File: config.mk
export PLATFORM = sky130hd
export DESIGN_NAME = strap_boot_seq
export DESIGN_NICKNAME = d
export VERILOG_FILES = /design/src/rtl/strap_boot_seq.sv
export SDC_FILE = /design/constraint.sdc
export NUM_CORES = 1
export LEC_CHECK = 0
export ABC_AREA = 1
export BUFFER_PORTS_ARGS = -buffer_cell sky130_fd_sc_hd__buf_2
export CORE_MARGIN = 5
export CORE_UTILIZATION = 50
export DETAILED_ROUTE_END_ITERATION = 6
export PLACE_DENSITY = 0.72
export SYNTH_ARGS = -nofsm -noshare
export SYNTH_HDL_FRONTEND = slang
export SYNTH_SLANG_ARGS = --single-unit
File: constraint.sdc
create_clock -name clk -period 1.8 [get_ports clk]
set_clock_uncertainty 0.15 [all_clocks]
set_input_delay 0.45 -clock clk [delete_from_list [all_inputs] [get_ports clk]]
set_output_delay 0.45 -clock clk [all_outputs]
set_load 0.005 [all_outputs]
File: src/rtl/strap_boot_seq.sv
module strap_boot_seq #(
  parameter int WAIT_CYCLES = 28636
) (
  input  logic clk,
  input  logic rst_n,
  input  logic ref_clk_src,
  input  logic clk24_src,
  input  logic clk48_src,
  input  logic pad_a_in,
  output logic pad_a_out,
  output logic pad_a_oe,
  input  logic pad_b_in,
  output logic pad_b_out,
  output logic pad_b_oe,
  input  logic pad_c_in,
  output logic pad_c_out,
  output logic pad_c_oe,
  output logic cfg_rate_48,
  output logic cfg_ss_en,
  output logic cfg_out_en,
  output logic straps_valid,
  output logic outputs_live
);
  localparam int CW = (WAIT_CYCLES < 2) ? 1 : $clog2(WAIT_CYCLES);
  localparam logic [CW-1:0] LAST = CW'(WAIT_CYCLES - 1);

  logic [1:0]    rst_sync;
  logic [CW-1:0] cnt;
  logic          drive;

  always_ff @(posedge clk or negedge rst_n)
    if (!rst_n) rst_sync <= 2'b00;
    else        rst_sync <= {rst_sync[0], 1'b1};

  always_ff @(posedge clk or negedge rst_n) begin
    if (!rst_n) begin
      straps_valid <= 1'b0;
      outputs_live <= 1'b0;
      cnt          <= '0;
      cfg_rate_48  <= 1'b0;
      cfg_ss_en    <= 1'b0;
      cfg_out_en   <= 1'b0;
    end else if (rst_sync[1]) begin
      if (!straps_valid) begin
        straps_valid <= 1'b1;
        cfg_rate_48  <= ~pad_a_in;
        cfg_ss_en    <= ~pad_b_in;
        cfg_out_en   <= pad_c_in;
      end else if (!outputs_live) begin
        if (cnt == LAST) outputs_live <= 1'b1;
        else             cnt <= cnt + 1'b1;
      end
    end
  end

  assign drive     = outputs_live & cfg_out_en;
  assign pad_a_oe  = drive;
  assign pad_b_oe  = drive;
  assign pad_c_oe  = drive;
  assign pad_a_out = outputs_live & ref_clk_src;
  assign pad_b_out = outputs_live & ref_clk_src;
  assign pad_c_out = outputs_live & (cfg_rate_48 ? clk48_src : clk24_src);
endmodule


### Word-level counts from Yosys, hierarchy flattened

Index checks and enable logic that the tools add are counted.

| word-level totals | value |
|---|---|
| register bits | 22 |
| input port bits | 8 |
| word-level logic and storage cells | 23 |

| cells by class | value |
|---|---|
| reduce and logical (&&, ||, !) cells | 3 |
| mux-type cells | 3 |
| add/subtract/negate cells | 1 |
| equal/unequal tests | 1 |
| bitwise gates (word level) | 8 |

Operators by type and width:

| cell | count |
|---|---|
| adder 15 x 1 -> 15 bit (second input constant) | 1 |
| equality test 15 bit (second input constant) | 1 |
| NOT 1 bit | 5 |
| AND reduction 2 bit | 2 |
| AND reduction 4 bit | 1 |
| bitwise AND 1 bit | 3 |
| 2-to-1 mux 1 bit | 3 |

### Depth between registers and ports, before layout

| logic depth | value |
|---|---|
| depth in word-level cells | 3 |
| gate-level depth with buffers | 9 |
| gate-level depth less buffers | 8 |

### Worst setup path after synthesis

Ideal clock, no wire load.

| timing path | value |
|---|---|
| path type | register to register |
| start point | reg cnt[0] |
| end point | reg cnt[12] |
| arrival time | 1,209 ps |
| slack | 325 ps |
| clock period less this slack | 1,475 ps |
| data required time | 1,534 ps |
| stages on the path, launching flop included | 10 |
| path through | dfrtp_1 ha_1 nand2_1 nor2_4 nand2_4 nor2_4 nor2_2 buf_6 nand2_1 nand2_1 |

| on the way | value |
|---|---|
| longest elaborated chain between the ends | 3 |
| elaborated cells between the ends (all ways) | 4 |

Ends and longest elaborated chain:

| what | line | source |
|---|---|---|
| from (decl) | 28 | `logic [CW-1:0] cnt;` |
| from (signal assigned) | 51 | `else cnt <= cnt + 1'b1;` |
| parallel branches: the longest is 3 deep, another holds adder 15 x 1 -> 15 bit | - |  |

Several ways; the timed one is not identified.
A chain may end at the register's enable or synchronous reset.

### Worst setup path after layout

| timing path | value |
|---|---|
| start point | reg cfg_rate_48 |
| end point | out pad_c_out |

| on the way | value |
|---|---|
| longest elaborated chain between the ends | 2 |

Ends and longest elaborated chain:

| what | line | source |
|---|---|---|
| from (decl) | 18 | `output logic cfg_rate_48,` |
| from (signal assigned) | 46 | `cfg_rate_48 <= ~pad_a_in;` |
| 2-to-1 mux 1 bit | 62 | `assign pad_c_out = outputs_live & (cfg_rate_48 ? clk48_src : clk24_src);` |
| bitwise AND 1 bit | 62 |  |
| to (decl) | 16 | `output logic pad_c_out,` |

Every way passes these cells.

==> impl_metrics.toml <==
[run_status]
status = "complete, no violations"

[floorplanning]
fp.dieArea_um2 = 3540
die_h_um = 59.5
coreArea_um2 = 2410
ios = 19
die_w_um = 59.5
rows = 18
start_util_pct = 50.9

[power]
comb_power_share_pct = 15.8
seqPwrFrac_pct = 52.2
switching_share_pct = 27.7
power_density_nw_per_um2 = 855
internal_power_uw = 857
clkPwrFrac_pct = 32.0
peakVddDrop_mv = 0.710
p_switching_uw = 328
power_mw = 1.19
p_leak_nw = 0.766

[grt]
grt.met2_usage_pct = 23.2
grt-busiest-layer = "met2"
grt_max_degree = 23
grt_use_total_pct = 14.3
use_met1_pct = 17.6
first_global_vias = 937
grt_util_met3_pct = 1.96
overflow = 0
antenna_found_initial = 0
grt_pass1_wl_um = 3800

[synthesis]
ys_ff_latch = 22
ys_warn_count = 0
synthCells = 150
synth.distinct_cells = 23
synthesis.area_um2 = 1230
synth_fp_nets = 159
yosysSeqAreaShare_pct = 44.9
avgSynthCellArea_um2 = 8.17

[place]
dp_hpwl_um = 1660
placed_cell_area_um2 = 1310
post-place-cells = 193
port_buffers = 18
gp_congestion = 0.847

[clock_network]
path_clk_slew_ps = 130
cts_buffers = 3
cts_buffer_depth = 2
clk-insertion-delay-late_ps = 310
clock-root-buffer = "clkbuf_4"
cts_tree = "yes"
cts_htree_levels = 1
clock_sinks = 22

[critical_path]
cp.required_ps = 1200
critPathLaunchType = "flop"
crit_path_max_incr_delay_ps = 430
critPathKind = "flop to primary output"
crit_slowest_cell = "dfrtp_1"
cp-end-kind = "primary output"
critPathMaxFanout = 4
arrival_ps = 1080
path_cells = "o21ai_0, a21oi_1, buf_2"

[job]
drv_cap = 0

[final_layout]
nNetsFinal = 179
layout.cells.non_filler = 199
layout-drive-gt1-share_pct = 22.5
design_area_um2 = 1390
antenna_cells = 0
area_growth_pct = 13.2

[sta]
fin_crit_sh_pct = 93.1
tns_ps = 0
maxSlewViolCount = 0
clock.fmax_ghz = 0.596
finalCriticalPeriod_ps = 1680
setup_viol = 0
hold_viol = 0

[route]
drtAntennaViolNets = 0
firstDrtPassIters = 4
via_per_inst = 4.83
drc = 0
vias = 961
wl_um = 2230
drt-initial-drc-count = 19
wl_per_cell_um = 11.2

[min_path]
min_path_type = "input port to flop"
[stage by stage]
stage	hold WS (ps)	worst slack, ps	utilization [%]
finish	164	123	57.6
global route	137	-8.19	57.6
CTS	161	76.3	56.9
detailed placement	192	101	54.3
global placement	183	168	54.3
floorplan	4.41	325	-
[worst max-delay path: cells and delay by family, from the launching register on]
family / cells / cell delay [ps]
buf+inv: 1 / 130
compound gates: 2 / 220
flops: 1 / 430
[worst paths after layout]
path | slack, ps | startpoint | depth (start not counted) | to
setup / recovery | 120 | cfg_rate_48 | 3 | pad_c_out
hold / removal | 160 | pad_b_in | 2 | cfg_ss_en
setup reg to reg | 160 | cnt[0] | 7 | cnt[8]
hold reg to reg | 220 | rst_sync[0] | 0 | rst_sync[1]
max in group asynchronous | 700 | rst_n | 2 | cnt[11]
min in group asynchronous | 460 | rst_n | 2 | rst_sync[0]
[what timing repair did]
item / 4_1_cts / 5_1_grt
hold buffers: 1 / 0
endpoints found under the setup margin: 0 / 11
resized for setup: 0 / 1
endpoints found under the hold margin: 22 / 0
setup buffers: 0 / 0
[cell usage after synthesis]
cell type / count / share of area (%)
ha_1: 1 / 1.0
nand2_4: 1 / 0.92
o21bai_4: 1 / 1.5
nand3b_4: 1 / 1.6
nor2_4: 3 / 2.8
nand4_1: 3 / 1.5
xnor2_1: 2 / 1.4
nand3b_1: 1 / 0.61
nand2_1: 59 / 18
nand3_1: 8 / 3.3
dfrtp_1: 22 / 45
mux2_2: 1 / 0.92
nand2_2: 3 / 1.5
o21ai_0: 3 / 1.2
nor2_2: 4 / 2.0
or2_2: 1 / 0.51
inv_1: 14 / 4.3
a21oi_1: 1 / 0.41
nor2_1: 8 / 2.4
conb_1: 1 / 0.31
xor2_1: 7 / 5.0
buf_6: 2 / 1.8
buf_4: 3 / 1.8
[per-layer routing]
metal	vias up	wire [µm]
met3	2	117
li1	499	-
met4	0	27
met2	19	1120
met1	441	962
met5	-	0
[state kept, by name, indices dropped and copies added (netlist names)]
signal / flops
cfg_out_en: 1
straps_valid: 1
cnt: 15
cfg_ss_en: 1
rst_sync: 2
outputs_live: 1
cfg_rate_48: 1
[cells in the final DEF, fill, tap and decap left out, types with 4 or more instances in the layout]
cell	instances
buf_2	18
dfrtp_1	22
inv_1	14
nand2_1	59
nand3_1	8
nor2_1	8
nor2_4	4
xor2_1	7
[power by group through the flow]
stage / clock, mW / combinational, mW / sequential [mW]
3_5_place_dp: 0 / 0.183 / 0.629
4_1_cts: 0.384 / 0.187 / 0.619
3_3_place_gp: 0 / 0.175 / 0.624
6_report: 0.380 / 0.187 / 0.619
2_1_floorplan: 0 / 0.139 / 0.614
5_1_grt: 0.412 / 0.221 / 0.632
[cell families (layout without fill, tap and decap cells)]
kind of cell | Yosys count | in the layout | synth area share, %
simple gates | 92 | 92 | 35.3
flops | 22 | 22 | 44.9
buf+inv | 19 | 37 | 7.96
xor+xnor | 9 | 9 | 6.43
compound gates | 5 | 6 | 3.16
fa+ha+maj | 1 | 1 | 1.02
other cells | 1 | 1 | 0.306
mux | 1 | 1 | 0.918
[cell type report]
type / instances / area [µm²]
clock buffers: 3 / 22.5
clock inverters: 1 / 30.0
fillers: 212 / 1020
inverters: 14 / 52.6
multi-input cells: 110 / 594
flip-flops and latches: 22 / 551
well taps: 30 / 37.5
repair buffers: 19 / 100
(Power assumes the default switching activity.)
